===== src/rtl/cop_sup_pkg.sv =====
`timescale 1ns/1ps
package cop_sup_pkg;
  typedef enum logic [2:0] {
    MODE_RESET = 3'd0,
    MODE_STOP  = 3'd1,
    MODE_FREE  = 3'd2,
    MODE_SYNC  = 3'd3,
    MODE_STEP  = 3'd4
  } run_mode_e;
endpackage


===== src/rtl/cop_sup_regs.sv =====
`timescale 1ns/1ps
module cop_sup_regs #(
  parameter int AW = 16,
  parameter int DW = 8,
  parameter int BW = 3,
  parameter logic [AW-1:0] BANK_ADDR = 16'h9C00,
  parameter logic [AW-1:0] MODE_ADDR = 16'h9C01
) (
  input  logic          clk_i,
  input  logic          rst_ni,
  input  logic          req_i,
  input  logic          we_i,
  input  logic [AW-1:0] addr_i,
  input  logic [DW-1:0] wdata_i,
  input  logic          ce_i,
  output logic [BW-1:0] bank_o,
  output logic [2:0]    mode_o,
  output logic          step_o,
  output logic [DW-1:0] rd_o
);
  import cop_sup_pkg::*;

  logic hit_bank, hit_mode;
  assign hit_bank = req_i && (addr_i == BANK_ADDR);
  assign hit_mode = req_i && (addr_i == MODE_ADDR);

  always_ff @(posedge clk_i or negedge rst_ni) begin
    if (!rst_ni) begin
      bank_o <= '0;
      mode_o <= MODE_RESET;
      step_o <= 1'b0;
      rd_o   <= '0;
    end else begin
      step_o <= hit_mode && we_i && (wdata_i == DW'(MODE_STEP));
      if (hit_bank && we_i) bank_o <= wdata_i[BW-1:0];
      if (hit_mode && we_i) mode_o <= wdata_i[2:0];
      if (hit_bank && !we_i)      rd_o <= {{(DW-BW){1'b0}}, bank_o};
      else if (hit_mode && !we_i) rd_o <= {ce_i, {(DW-4){1'b0}}, mode_o};
      else                        rd_o <= '0;
    end
  end
endmodule


===== src/rtl/cop_sup_runctl.sv =====
`timescale 1ns/1ps
module cop_sup_runctl #(
  parameter int SYNC_STAGES = 2
) (
  input  logic       clk_i,
  input  logic       rst_ni,
  input  logic [2:0] mode_i,
  input  logic       step_i,
  input  logic       host_clk_i,
  input  logic       conflict_i,
  output logic       ce_o,
  output logic       rst_no
);
  import cop_sup_pkg::*;

  // extra stage holds the previous synchronised level for edge detect
  logic [SYNC_STAGES:0] sync_q;
  logic                 host_rise, tick, pend_q, paced;

  always_ff @(posedge clk_i or negedge rst_ni) begin
    if (!rst_ni) sync_q <= '0;
    else         sync_q <= {sync_q[SYNC_STAGES-1:0], host_clk_i};
  end
  assign host_rise = sync_q[SYNC_STAGES-1] && !sync_q[SYNC_STAGES];

  assign paced = (mode_i == MODE_SYNC) || (mode_i == MODE_STEP);
  assign tick  = ((mode_i == MODE_SYNC) && host_rise) ||
                 ((mode_i == MODE_STEP) && step_i);

  always_comb begin
    if (mode_i == MODE_FREE) ce_o = !conflict_i;
    else if (paced)          ce_o = (tick || pend_q) && !conflict_i;
    else                     ce_o = 1'b0;
  end

  always_ff @(posedge clk_i or negedge rst_ni) begin
    if (!rst_ni) begin
      pend_q <= 1'b0;
      rst_no <= 1'b0;
    end else begin
      pend_q <= paced && (tick || pend_q) && conflict_i;
      rst_no <= (mode_i != MODE_RESET);
    end
  end
endmodule


===== src/rtl/cop_sup_arb.sv =====
`timescale 1ns/1ps
module cop_sup_arb #(
  parameter int AW  = 16,
  parameter int DW  = 8,
  parameter int BW  = 3,
  parameter int OW  = 13,
  parameter logic [AW-1:0] WIN_BASE = 16'h6000,
  localparam int RAW = BW + OW
) (
  input  logic           clk_i,
  input  logic           rst_ni,
  input  logic           host_req_i,
  input  logic           host_we_i,
  input  logic [AW-1:0]  host_addr_i,
  input  logic [DW-1:0]  host_wdata_i,
  input  logic [BW-1:0]  bank_i,
  input  logic           cop_req_i,
  input  logic           cop_we_i,
  input  logic [RAW-1:0] cop_addr_i,
  input  logic [DW-1:0]  cop_wdata_i,
  input  logic           cop_ce_i,
  output logic           conflict_o,
  output logic           host_ram_q,
  output logic           ram_en_o,
  output logic           ram_we_o,
  output logic [RAW-1:0] ram_addr_o,
  output logic [DW-1:0]  ram_wdata_o
);
  logic host_win;
  assign host_win   = host_req_i && (host_addr_i[AW-1:OW] == WIN_BASE[AW-1:OW]);
  assign conflict_o = host_win && cop_req_i;

  always_comb begin
    if (host_win) begin
      ram_en_o    = 1'b1;
      ram_we_o    = host_we_i;
      ram_addr_o  = {bank_i, host_addr_i[OW-1:0]};
      ram_wdata_o = host_wdata_i;
    end else begin
      ram_en_o    = cop_req_i && cop_ce_i;
      ram_we_o    = cop_req_i && cop_ce_i && cop_we_i;
      ram_addr_o  = cop_addr_i;
      ram_wdata_o = cop_wdata_i;
    end
  end

  always_ff @(posedge clk_i or negedge rst_ni) begin
    if (!rst_ni) host_ram_q <= 1'b0;
    else         host_ram_q <= host_win && !host_we_i;
  end
endmodule


===== src/rtl/cop_supervisor.sv =====
`timescale 1ns/1ps
module cop_supervisor #(
  parameter int AW = 16,
  parameter int DW = 8,
  parameter int BANKS = 8,
  parameter int BANK_BYTES = 8192,
  parameter int SYNC_STAGES = 2,
  parameter logic [AW-1:0] WIN_BASE  = 16'h6000,
  parameter logic [AW-1:0] BANK_ADDR = 16'h9C00,
  parameter logic [AW-1:0] MODE_ADDR = 16'h9C01,
  localparam int BW  = $clog2(BANKS),
  localparam int OW  = $clog2(BANK_BYTES),
  localparam int RAW = BW + OW
) (
  input  logic           clk_i,
  input  logic           rst_ni,
  input  logic           host_req_i,
  input  logic           host_we_i,
  input  logic [AW-1:0]  host_addr_i,
  input  logic [DW-1:0]  host_wdata_i,
  output logic [DW-1:0]  host_rdata_o,
  input  logic           host_clk_i,
  input  logic           cop_req_i,
  input  logic           cop_we_i,
  input  logic [RAW-1:0] cop_addr_i,
  input  logic [DW-1:0]  cop_wdata_i,
  output logic [DW-1:0]  cop_rdata_o,
  output logic           cop_ce_o,
  output logic           cop_rst_no,
  output logic           ram_en_o,
  output logic           ram_we_o,
  output logic [RAW-1:0] ram_addr_o,
  output logic [DW-1:0]  ram_wdata_o,
  input  logic [DW-1:0]  ram_rdata_i
);
  logic [BW-1:0] bank_q;
  logic [2:0]    mode_q;
  logic          step_q, conflict, host_ram_q;
  logic [DW-1:0] reg_rd_q;

  cop_sup_regs #(
    .AW(AW), .DW(DW), .BW(BW), .BANK_ADDR(BANK_ADDR), .MODE_ADDR(MODE_ADDR)
  ) u_regs (
    .clk_i(clk_i), .rst_ni(rst_ni), .req_i(host_req_i), .we_i(host_we_i),
    .addr_i(host_addr_i), .wdata_i(host_wdata_i), .ce_i(cop_ce_o),
    .bank_o(bank_q), .mode_o(mode_q), .step_o(step_q), .rd_o(reg_rd_q)
  );

  cop_sup_runctl #(.SYNC_STAGES(SYNC_STAGES)) u_run (
    .clk_i(clk_i), .rst_ni(rst_ni), .mode_i(mode_q), .step_i(step_q),
    .host_clk_i(host_clk_i), .conflict_i(conflict),
    .ce_o(cop_ce_o), .rst_no(cop_rst_no)
  );

  cop_sup_arb #(
    .AW(AW), .DW(DW), .BW(BW), .OW(OW), .WIN_BASE(WIN_BASE)
  ) u_arb (
    .clk_i(clk_i), .rst_ni(rst_ni),
    .host_req_i(host_req_i), .host_we_i(host_we_i),
    .host_addr_i(host_addr_i), .host_wdata_i(host_wdata_i), .bank_i(bank_q),
    .cop_req_i(cop_req_i), .cop_we_i(cop_we_i), .cop_addr_i(cop_addr_i),
    .cop_wdata_i(cop_wdata_i), .cop_ce_i(cop_ce_o),
    .conflict_o(conflict), .host_ram_q(host_ram_q),
    .ram_en_o(ram_en_o), .ram_we_o(ram_we_o),
    .ram_addr_o(ram_addr_o), .ram_wdata_o(ram_wdata_o)
  );

  assign host_rdata_o = host_ram_q ? ram_rdata_i : reg_rd_q;
  assign cop_rdata_o  = ram_rdata_i;
endmodule


===== config.mk =====
export PLATFORM = sky130hd
export DESIGN_NAME = cop_supervisor
export DESIGN_NICKNAME = d
export VERILOG_FILES = /design/src/rtl/cop_sup_pkg.sv /design/src/rtl/cop_sup_regs.sv /design/src/rtl/cop_sup_runctl.sv /design/src/rtl/cop_sup_arb.sv /design/src/rtl/cop_supervisor.sv
export SDC_FILE = /design/constraint.sdc
export NUM_CORES = 1
export LEC_CHECK = 0
export CELL_PAD_IN_SITES_DETAIL_PLACEMENT = 1
export CELL_PAD_IN_SITES_GLOBAL_PLACEMENT = 1
export CORE_ASPECT_RATIO = 1.1
export CORE_MARGIN = 2
export CORE_UTILIZATION = 22
export CTS_CLUSTER_SIZE = 25
export DETAILED_ROUTE_END_ITERATION = 8
export HOLD_SLACK_MARGIN = 0.02
export PLACE_DENSITY = 0.89
export RECOVER_POWER = 100
export REMOVE_ABC_BUFFERS = 1
export SLEW_MARGIN = 20
export SYNTH_ARGS = -nofsm -noshare
export SYNTH_HDL_FRONTEND = slang
export SYNTH_HIERARCHICAL = 1
export SYNTH_SLANG_ARGS = --single-unit

===== constraint.sdc =====
create_clock -name clk_i -period 1.6 [get_ports clk_i]
set_input_delay 0.32 -clock clk_i [delete_from_list [all_inputs] [get_ports clk_i]]
set_output_delay 0.32 -clock clk_i [all_outputs]
set_load 0.03 [all_outputs]

==> results of run 1 <==
where the power goes:
group / internal [W] / switching, W / total, W
clock: 0.000177 / 0.000145 / 0.000322
combinational: 0.000317 / 0.000249 / 0.000566
sequential: 0.000434 / 0.00000320 / 0.000437
registers in the layout, indices dropped and copies added (netlist names):
register / cells
u_run/pend_q: 1
u_arb/host_ram_q: 1
u_regs/step_o: 1
u_regs/bank_o: 3
u_run/sync_q: 3
u_run/rst_no: 1
u_regs/rd_o: 4
u_regs/mode_o: 3
metal layers:
layer,vias up,routed length [um],part of all wire (%),track usage [%]
met3,6,364,6.8,3.093
met5,-,0,0,0
li1,657,-,-,-
met2,67,2955,55,30.08
met4,0,79,1.5,5.547
met1,686,1957,37,16.19
timing repair:
action,in CTS,in global routing
cloned,3,0
setup buffers,11,4
pin swaps,12,9
endpoints found under the setup margin,45,42
gates resized for setup,221,20
endpoints found under the hold margin,0,0
stage by stage:
stage | hold WS, ns | instance area [um^2] | utilization [%] | TNS [ns]
detailed placement | 0.3572 | 2564 | 41.39 | -26.85
CTS | 0.3583 | 2905 | 46.91 | -5.786
finish | 0.3565 | 2868 | 46.30 | -5.967
global placement | 0.3335 | 2564 | 41.39 | -25.84
global route | 0.3660 | 2868 | 46.30 | -7.426
floorplan | 0.02441 | 1267 | - | -26.22
how the worst max path moves through the flow:
| stage | start | endpoint | slack, ns | cells after the start |
|---|---|---|---|---|
| 2_1_floorplan | host_addr_i[15] | ram_we_o | -1.37 | 5 |
| 3_3_place_gp | host_addr_i[15] | ram_addr_o[14] | -0.84 | 5 |
| 3_5_place_dp | host_addr_i[15] | ram_addr_o[14] | -0.89 | 5 |
| 4_1_cts | u_run/pend_q$_DFF_PN0_ | ram_we_o | -0.38 | 5 |
| 5_1_grt | u_run/pend_q$_DFF_PN0_ | ram_we_o | -0.46 | 5 |
| 6_report | u_run/pend_q$_DFF_PN0_ | ram_we_o | -0.41 | 5 |
placed cells by master (no fill, tap or decap), types with 4 or more instances in the layout:
cell,count
dlygate4sd2_1,8
dfrtp_1,16
buf_6,40
clkbuf_1,12
clkdlybuf4s50_1,42
nor2_1,6
mux2_2,5
mux2_4,34
nand2_1,4
buf_4,25
conb_1,4
worst reg2reg max path, cell delays in order (launching register included):
cell and delay [ns]:
dfrtp_1 0.43, nor2_2 0.12, o211ai_1 0.15, a21oi_2 0.20, buf_4 0.14, buf_4 0.10
nand2_1 0.06, nor2_1 0.10
cell type report:
class                           instances  area (um^2)
Inverter                                1        3.754
Sequential cell                        17        426.7
Multi-Input combinational cell         80        902.1
Clock buffer                            4        45.04
Tap cell                               80        100.1
Timing Repair Buffer                  144         1390
Fill cell                             683         3326
cell families after synthesis:
logic type             after synthesis  share of synthesized area, %
other                                1                        0.2664
and+or+nand+nor                     29                         15.56
muxes                               42                         40.00
DFF                                 17                         30.22
AOI/OAI and AO/OA                    5                         2.933
buffers and inverters               18                         11.02
==> metrics.cfg, run 1 <==
[outcome]
outcome = finished with violations
violations = setup timing

[logic_synthesis]
synth_flop_cell = dfrtp_1
synth.lib_cells_used.distinct = 34
synth_warnings = 6
synth_edf_count = 0
syn-mean-instance-area_um2 = 12.57
synth-seq-area-share_pct = 30.22
synthesis.area_mm2 = 0.001408
synth.most_common_cell = mux2_4
yosys-top-cells-area = dfrtp_1 30%, mux2_4 27%, mux2_2 8.8%, buf_4 6.4%, nor2_1 2.4%
ys_ff_latch = 17
syn_inst = 112
synth-async-reset-ratio_pct = 100.0
synth_top_area_share_pct = 30.22
synthTopCellsByCount = 25 x mux2_4, 17 x dfrtp_1, 12 x buf_4
synth_top_area_cell = dfrtp_1

[power]
cellLeakagePower_nw = 1.387
p_total_w = 0.001325
peakVddDrop_mv = 0.1984
p_per_area_mw_per_mm2 = 462.2

[timing]
final_max_slew_viol_count = 0
setup_slack_ns = -0.4096
layout_min_cycle_time_ns = 2.010
rsz0062_at_grt = yes
setup_viol = 33
tightest_slew_ns = 0.9317
relSlewSlack_pct = 37.89
min_period_over_period_pct = 125.6
skew_ns = 0.003108
max_freq_mhz = 497.6
hold_viol_final = 0

[setup_path]
cp.arrival_ns = 1.69
crit_buf_inv = 1
rr_worst_depth = 7
path_delay_family = compound AO/OA/AOI/OAI gates
path_cells = o211ai_1, a21oi_2, and3_1, mux2_4, buf_6
critPathMaxStageDelay_ns = 0.41
path_max_fanout = 3
r2r_slack_ns = 0.23
critPathKind = flip-flop to primary output
critPathRequiredTime_ns = 1.28
slowest_stage = dfrtp_1
r2r-start = u_regs/mode_o[0]$_DFFE_PN0P_
cp-end-kind = primary output
crit_path_start_kind = flip-flop
rr_endpoint = u_regs/rd_o[7]$_DFF_PN0_

[clock_tree]
root_buffer = clkbuf_8
cts_tree = built
clock-sinks = 17
hold_buffers = 0
path_clk_slew_ns = 0.06
cts_made_buffers = 3
clockBufferDepth = 2
clock_latency_ns = 0.26
htreeDepth = 1

[global_routing]
track_usage_pct = 15.43
grt_pass1_wl_um = 8217
grt_max_degree = 18
antenna_found_initial = 0
grt_pass1_vias = 1598
grt_overflow = 0

[detailed_routing]
firstDrtPassIters = 4
finalWirelength_um = 5356
vias = 1416
viasPerCell = 4.344
ant_nets = 0
drt_iter0_drc = 27
drc = 0
wl_per_cell_um = 16.43

[min_path]
min_to = u_run/sync_q[1]$_DFF_PN0_
worstHoldPathCells = 0
worstHoldStart = u_run/sync_q[0]$_DFF_PN0_
hold_class = flip-flop to flip-flop

[placed_design]
io_buffers = 106
gp_congestion = 0.7613
dp_cells = 307
dp_worst_setup_slack_ns = -0.8869
hpwlAfterDp_um = 3995

[floorplanning]
die_x_um = 80.27
initial_core_util_pct = 22.73
die_y_um = 87.90
rows = 30
die_area_mm2 = 0.007055
core_area_mm2 = 0.006193
ioPinCount = 107

[layout]
antennaDiodeCount = 0
syn_to_final_growth_pct = 103.7
stdcell_count = 326
drive_gt1_share_pct = 54.88
nNetsFinal = 310

[job]
cap_violations = 0

(Power assumes the default switching activity.)
==> inputs of run 2 (changes only) <==
- CORE_UTILIZATION: 22 -> 24
- MAX_ROUTING_LAYER: unset -> met4
- PLACE_DENSITY: 0.89 -> 0.92
- clock period: 1.6 -> 2.15 ns (I/O delays scaled with it)
==> run 2 against run 1 <==
  * Core utilization shrank 0.38 points
  * Largest power group unchanged
  * Highest routed layer is now met3
  * Routed wire length shrank 6.5%
  * Global-route usage grew 0.066 points
  * First-iteration DRC count stayed put
  * Total power down 28%
  * Hold slack worse by 0.0079 ns
  * Clock power is 27% lower
  * Clock skew increased by 0.0016 ns
  * The flow now finishes without violations
  * Sequential share of layout area increased by 1.3 points
  * Worst setup slack gained 0.44 ns
  * Final cell count down 5.8%
==> metrics.cfg, run 2 (synthesis gave the netlist of run 1 again) <==
[outcome]
outcome = completed

[layout]
regArea_um2 = 425.4  ; -0.29%
nNetsFinal = 294  ; -5.2%
largest_reg_flops = 4  ; unchanged
n_fill_cell = 657  ; -3.8%
antennaDiodeCount = 0  ; unchanged
drive_gt1_share_pct = 45.65  ; -9.2 points
multi_input_area_um2 = 857.1  ; -5.0%
syn_to_final_growth_pct = 87.02
final_common_cell = clkdlybuf4s50_1
final_cell_mix = 64 x clkdlybuf4s50_1, 27 x mux2_4, 23 x buf_4
final_util_pct = 45.92  ; -0.38 points
regMostFlops = u_regs/rd_o

[timing]
layout_min_cycle_time_ns = 2.118
hold_viol_final = 0  ; unchanged
min_period_over_period_pct = 98.50
final_max_slew_viol_count = 0  ; unchanged
tightest_slew_ns = 0.9197  ; -0.01198 ns
max_freq_mhz = 472.2
skew_ns = 0.004740  ; +0.001632 ns
hold_ws_ns = 0.3486  ; -0.007858 ns
relSlewSlack_pct = 38.69  ; +0.80 points
rsz0062_at_grt = no
setup_viol = 0  ; -100%

[setup_path]
path_max_fanout = 8  ; +5
path_delay_family = buffers and inverters
critPathMaxStageDelay_ns = 0.29  ; -0.12 ns
crit_buf_inv = 4  ; +3
cp-end-kind = primary output
cp.arrival_ns = 1.69  ; about the same
slowest_stage = mux2_4
crit_path_start_kind = input port
critPathRequiredTime_ns = 1.72  ; +0.44 ns
path_cells = clkdlybuf4s15_1, nand4b_1, buf_4, buf_16, mux2_4, clkdlybuf4s15_2
critPathKind = input port to primary output

[clock_tree]
htreeDepth = 1  ; unchanged
root_buffer = clkbuf_8
clock-sinks = 17  ; unchanged
path_clk_slew_ns = 0.06  ; about the same
clock_latency_ns = 0.25  ; about the same
cts_tree = built
cts_made_buffers = 3  ; unchanged
clockBufferDepth = 2  ; unchanged

[power]
clkPwrFrac_pct = 24.5  ; +0.2 points
internal_power_w = 0.0006736  ; -27%
switching_share_pct = 29.45  ; -0.50 points
power.net_switching_w = 0.0002812  ; -29%
peakVddDrop_mv = 0.2291  ; +15%
cellLeakagePower_nw = 1.258  ; -9.3%
seq_power_share_pct = 34.0  ; +1.0 points
p_per_area_mw_per_mm2 = 362.7  ; -22%
comb_power_share_pct = 41.5  ; -1.2 points

[detailed_routing]
wl_per_cell_um = 16.31  ; -0.75%
finalWirelength_um = 5006  ; -6.5%
dr_wl_met3_um = 212  ; -42%
drt_iter0_drc = 27  ; unchanged
dr_wl_met2_um = 2911  ; -1.5%
ant_nets = 0  ; unchanged
viasPerCell = 4.326  ; -0.41%
firstDrtPassIters = 4  ; unchanged
drc = 0  ; unchanged
met1_length_um = 1882  ; -3.8%
highest_layer = met3
vias = 1328  ; -6.2%

[min_path]
hold_class = flip-flop to flip-flop

[global_routing]
grt_pass1_wl_um = 7817  ; -4.9%
grt_pass1_vias = 1503  ; -5.9%
antenna_found_initial = 0  ; unchanged
grt_overflow = 0  ; unchanged
grt_max_degree = 18  ; unchanged
track_usage_pct = 15.50  ; +0.066 points

[placed_design]
gp_congestion = 0.7606  ; about the same
io_buffers = 106  ; unchanged
hpwlAfterDp_um = 4008  ; +0.32%

[floorplanning]
die_y_um = 84.32  ; -4.1%
rows = 29  ; -3.3%
core_area_mm2 = 0.005733  ; -7.4%
die_area_mm2 = 0.006494  ; -7.9%
ioPinCount = 107  ; unchanged
die_x_um = 77.02  ; -4.0%
initial_core_util_pct = 24.55  ; +1.8 points

[job]
cap_violations = 0  ; unchanged

==> run 2: cell types whose count changed in the layout (fill, tap and decap cells not counted), sizes merged <==
cell,delta
buf,-26
clkdlybuf4s50,+22
clkbuf,-9
dlygate4sd2,-6
clkdlybuf4s15,+3
dlygate4sd3,-1
dlymetal6s2s,+1
==> run 2: worst paths after layout <==
check,start,to,slack [ns],depth (start not counted)
setup / recovery,host_req_i,ram_addr_o[1],0.03,6
hold / removal,u_run/sync_q[0]$_DFF_PN0_,u_run/sync_q[1]$_DFF_PN0_,0.35,0
setup reg to reg,u_regs/mode_o[1]$_DFFE_PN0P_,u_regs/rd_o[7]$_DFF_PN0_,0.88,6
hold reg to reg,u_run/sync_q[0]$_DFF_PN0_,u_run/sync_q[1]$_DFF_PN0_,0.35,0
max in group asynchronous,rst_ni,u_regs/mode_o[1]$_DFFE_PN0P_,0.76,2
min in group asynchronous,rst_ni,u_regs/rd_o[1]$_DFF_PN0_,0.83,2
==> run 2: metrics by stage <==
step | setup WS, ns | cell area, um^2 | power [W] | instances | setup TNS (ns)
2_1_floorplan | -1.041 | 1267 | 0.0004774 | 98 | -16.18
3_3_place_gp | -0.6646 | 2507 | 0.0007179 | 298 | -12.95
3_5_place_dp | -0.6832 | 2507 | 0.0007283 | 298 | -13.72
4_1_cts | 0.001117 | 2629 | 0.0009615 | 306 | 0
5_1_grt | 0.005084 | 2633 | 0.0009984 | 307 | 0
6_report | 0.03218 | 2633 | 0.0009548 | 307 | 0
==> run 2: per-layer routing <==
layer / vias to the layer above / GRT usage [%]
met2: 62 / 30.38
met1: 638 / 16.69
met4: 0 / 3.734
met5: - / -
li1: 628 / -
met3: 0 / 1.290
==> run 2: timing repair <==
| item | 4_1_cts | 5_1_grt |
|---|---|---|
| endpoints found under the setup margin | 28 | 14 |
| resized for setup | 92 | 12 |
| hold buffers | 0 | 0 |
| pin swaps | 3 | 1 |
| cloned | 1 | 0 |
| buffers inserted | 3 | 1 |
==> run 2: layout make-up <==
cell class	count	area share, %
clock buffer	4	1.711
inverter	1	0.1426
multi-input combinational	80	32.56
sequential	17	16.16
tap	77	3.660
timing repair buffer	128	45.77
==> run 2: power groups by stage <==
stage | Clock [W] | Sequential [W] | Combinational [W]
global placement | 0 | 0.000331 | 0.000387
CTS | 0.000237 | 0.000325 | 0.000399
floorplan | 0 | 0.000331 | 0.000147
global route | 0.000258 | 0.000325 | 0.000416
finish | 0.000234 | 0.000325 | 0.000396
detailed placement | 0 | 0.000331 | 0.000397
==> inputs of run 3 (changes only) <==
- SKIP_CTS_REPAIR_TIMING: unset -> 1
==> run 3 against run 2 <==
  * Clock-buffer cell count unchanged
  * Critical path depth up 2
  * Global-route usage shrank 0.84 points
  * Final cell count unchanged
  * Clock skew about the same
  * Sequential cell count unchanged
  * First-iteration DRC count fell by 19%
  * Total power grew 0.79%
  * Die area unchanged
  * Worst setup slack improved by 0.0027 ns
  * Design area increased by 3.1%
  * Via count grew 0.30%
  * Highest routed layer is now met4
==> metrics.cfg, run 3 (synthesis gave the netlist of run 1 again) <==
[setup_path]
critPathMaxStageDelay_ns = 0.27  ; -0.02 ns
critical_path_depth = 8  ; +2
cp_common_cell = buf_6
critPathRequiredTime_ns = 1.72  ; about the same
path_cells = dlymetal6s2s_1, nand4b_1, buf_6, nor2_4, a21oi_1, and3_1, mux2_2, buf_6
cp-end-kind = primary output
path_delay_family = simple AND/OR/NAND/NOR gates
path_max_fanout = 4  ; -4
slowest_stage = mux2_2
cp.arrival_ns = 1.69  ; about the same
crit_path_start_kind = input port
crit_buf_inv = 3  ; -1
rr_worst_depth = 6  ; unchanged
critPathKind = input port to primary output

[layout]
syn_to_final_growth_pct = 92.80
regMostFlops = u_regs/rd_o
n_fill_cell = 655  ; -0.30%
antennaDiodeCount = 0  ; unchanged
largest_reg_flops = 4  ; unchanged
regArea_um2 = 425.4  ; unchanged
final_cell_mix = 64 x clkdlybuf4s50_1, 32 x buf_4, 25 x mux2_4
drive_gt1_share_pct = 40.00  ; -5.7 points
final_common_cell = clkdlybuf4s50_1
multi_input_area_um2 = 849.6  ; -0.88%
nNetsFinal = 294  ; unchanged

[detailed_routing]
viasPerCell = 4.339  ; +0.30%
firstDrtPassIters = 4  ; unchanged
vias = 1332  ; +0.30%
ant_nets = 0  ; unchanged
wl_per_cell_um = 17.07  ; +4.7%
drt_iter0_drc = 22  ; -19%
drc = 0  ; unchanged
finalWirelength_um = 5242  ; +4.7%

[timing]
min_period_over_period_pct = 98.38  ; -0.12 points
max_freq_mhz = 472.8  ; +0.13%
setup_tns_ns = 0  ; unchanged
relSlewSlack_pct = 38.07  ; -0.61 points
setup_viol = 0  ; unchanged
skew_ns = 0.005030  ; +0.0002907 ns
final_max_slew_viol_count = 0  ; unchanged
tightest_slew_ns = 0.9289  ; +0.009171 ns
setup_slack_ns = 0.03486  ; +0.002680 ns
rsz0062_at_grt = yes
hold_viol_final = 0  ; unchanged
layout_min_cycle_time_ns = 2.115  ; -0.002679 ns

[global_routing]
antenna_found_initial = 0  ; unchanged
track_usage_pct = 14.66  ; -0.84 points
grt_pass1_wl_um = 7465  ; -4.5%
grt_overflow = 0  ; unchanged
grt_max_degree = 20  ; +2
grt_pass1_vias = 1468  ; -2.3%

[floorplanning]
die_area_mm2 = 0.006494  ; unchanged
core_area_mm2 = 0.005733  ; unchanged
die_x_um = 77.02  ; unchanged
rows = 29  ; unchanged
die_y_um = 84.32  ; unchanged
ioPinCount = 107  ; unchanged
initial_core_util_pct = 24.55  ; unchanged

[power]
p_per_area_mw_per_mm2 = 354.6  ; -2.2%
power.net_switching_w = 0.0002814  ; about the same
clkPwrFrac_pct = 24.3  ; -0.2 points
internal_power_w = 0.0006810  ; +1.1%
switching_share_pct = 29.24  ; -0.21 points
seq_power_share_pct = 33.8  ; -0.2 points
comb_power_share_pct = 41.9  ; +0.4 points
cellLeakagePower_nw = 1.417  ; +13%
peakVddDrop_mv = 0.2195  ; -4.2%

[clock_tree]
path_clk_slew_ns = 0.06  ; about the same
htreeDepth = 1  ; unchanged
cts_tree = built
clock-sinks = 17  ; unchanged
clock_latency_ns = 0.25  ; about the same
cts_made_buffers = 3  ; unchanged
clockBufferDepth = 2  ; unchanged
root_buffer = clkbuf_8

[min_path]
worstHoldPathCells = 0  ; unchanged
hold_class = flip-flop to flip-flop

[placed_design]
hpwlAfterDp_um = 4008  ; unchanged
io_buffers = 106  ; unchanged
dp_worst_setup_slack_ns = -0.6832  ; unchanged
gp_congestion = 0.7606  ; unchanged

[job]
cap_violations = 0  ; unchanged

[outcome]
outcome = completed

==> run 3: layout make-up <==
| type | instances | share of cell area [%] |
|---|---|---|
| Sequential cell | 17 | 15.68 |
| Clock buffer | 4 | 1.660 |
| Multi-Input combinational cell | 80 | 31.30 |
| Inverter | 1 | 0.1383 |
| Tap cell | 77 | 3.550 |
| Timing Repair Buffer | 128 | 47.67 |
==> run 3: through the flow <==
step | std cells | power (W) | hold WS, ns | util, % | cell area (um^2)
after floorplan | 98 | 0.0004774 | 0.1344 | - | 1267
after global placement | 298 | 0.0007179 | 0.3375 | 43.74 | 2507
after detailed placement | 298 | 0.0007283 | 0.3381 | 43.74 | 2507
after CTS | 302 | 0.0009605 | 0.3526 | 44.52 | 2552
after global routing | 307 | 0.001005 | 0.3570 | 47.34 | 2714
final | 307 | 0.0009624 | 0.3506 | 47.34 | 2714
==> run 3: worst paths after layout <==
path | start | to | slack (ns)
hold / removal | u_run/sync_q[0]$_DFF_PN0_ | u_run/sync_q[1]$_DFF_PN0_ | 0.35
hold reg to reg | u_run/sync_q[0]$_DFF_PN0_ | u_run/sync_q[1]$_DFF_PN0_ | 0.35
setup reg to reg | u_regs/mode_o[0]$_DFFE_PN0P_ | u_regs/rd_o[7]$_DFF_PN0_ | 0.84
setup / recovery | host_addr_i[15] | ram_we_o | 0.03
max in group asynchronous | rst_ni | u_regs/mode_o[1]$_DFFE_PN0P_ | 0.75
min in group asynchronous | rst_ni | u_regs/rd_o[1]$_DFF_PN0_ | 0.83
==> run 3: power by group through the flow <==
stage               Combinational [W]  Clock [W]  Sequential [W]
CTS                          0.000398   0.000237        0.000325
detailed placement           0.000397          0        0.000331
global route                 0.000423   0.000258        0.000325
floorplan                    0.000147          0        0.000331
global placement             0.000387          0        0.000331
finish                       0.000403   0.000234        0.000325
==> run 3: layer usage <==
layer  part of all wire [%]  up-vias  global-route usage (%)
met3                    3.9        2                   1.075
met1                     39      649                   15.29
li1                       -      623                       -
met2                     57       58                   29.51
met4                   0.65        0                   3.409
met5                      0        -                       -
==> run 3: worst reg2reg max path, stage by stage, from the launching register on <==
cell and delay (ns):
dfrtp_1 0.42, nor2_1 0.10, o211ai_1 0.14, a21oi_1 0.25, buf_4 0.18, nand2_1 0.07, nor2_1 0.09
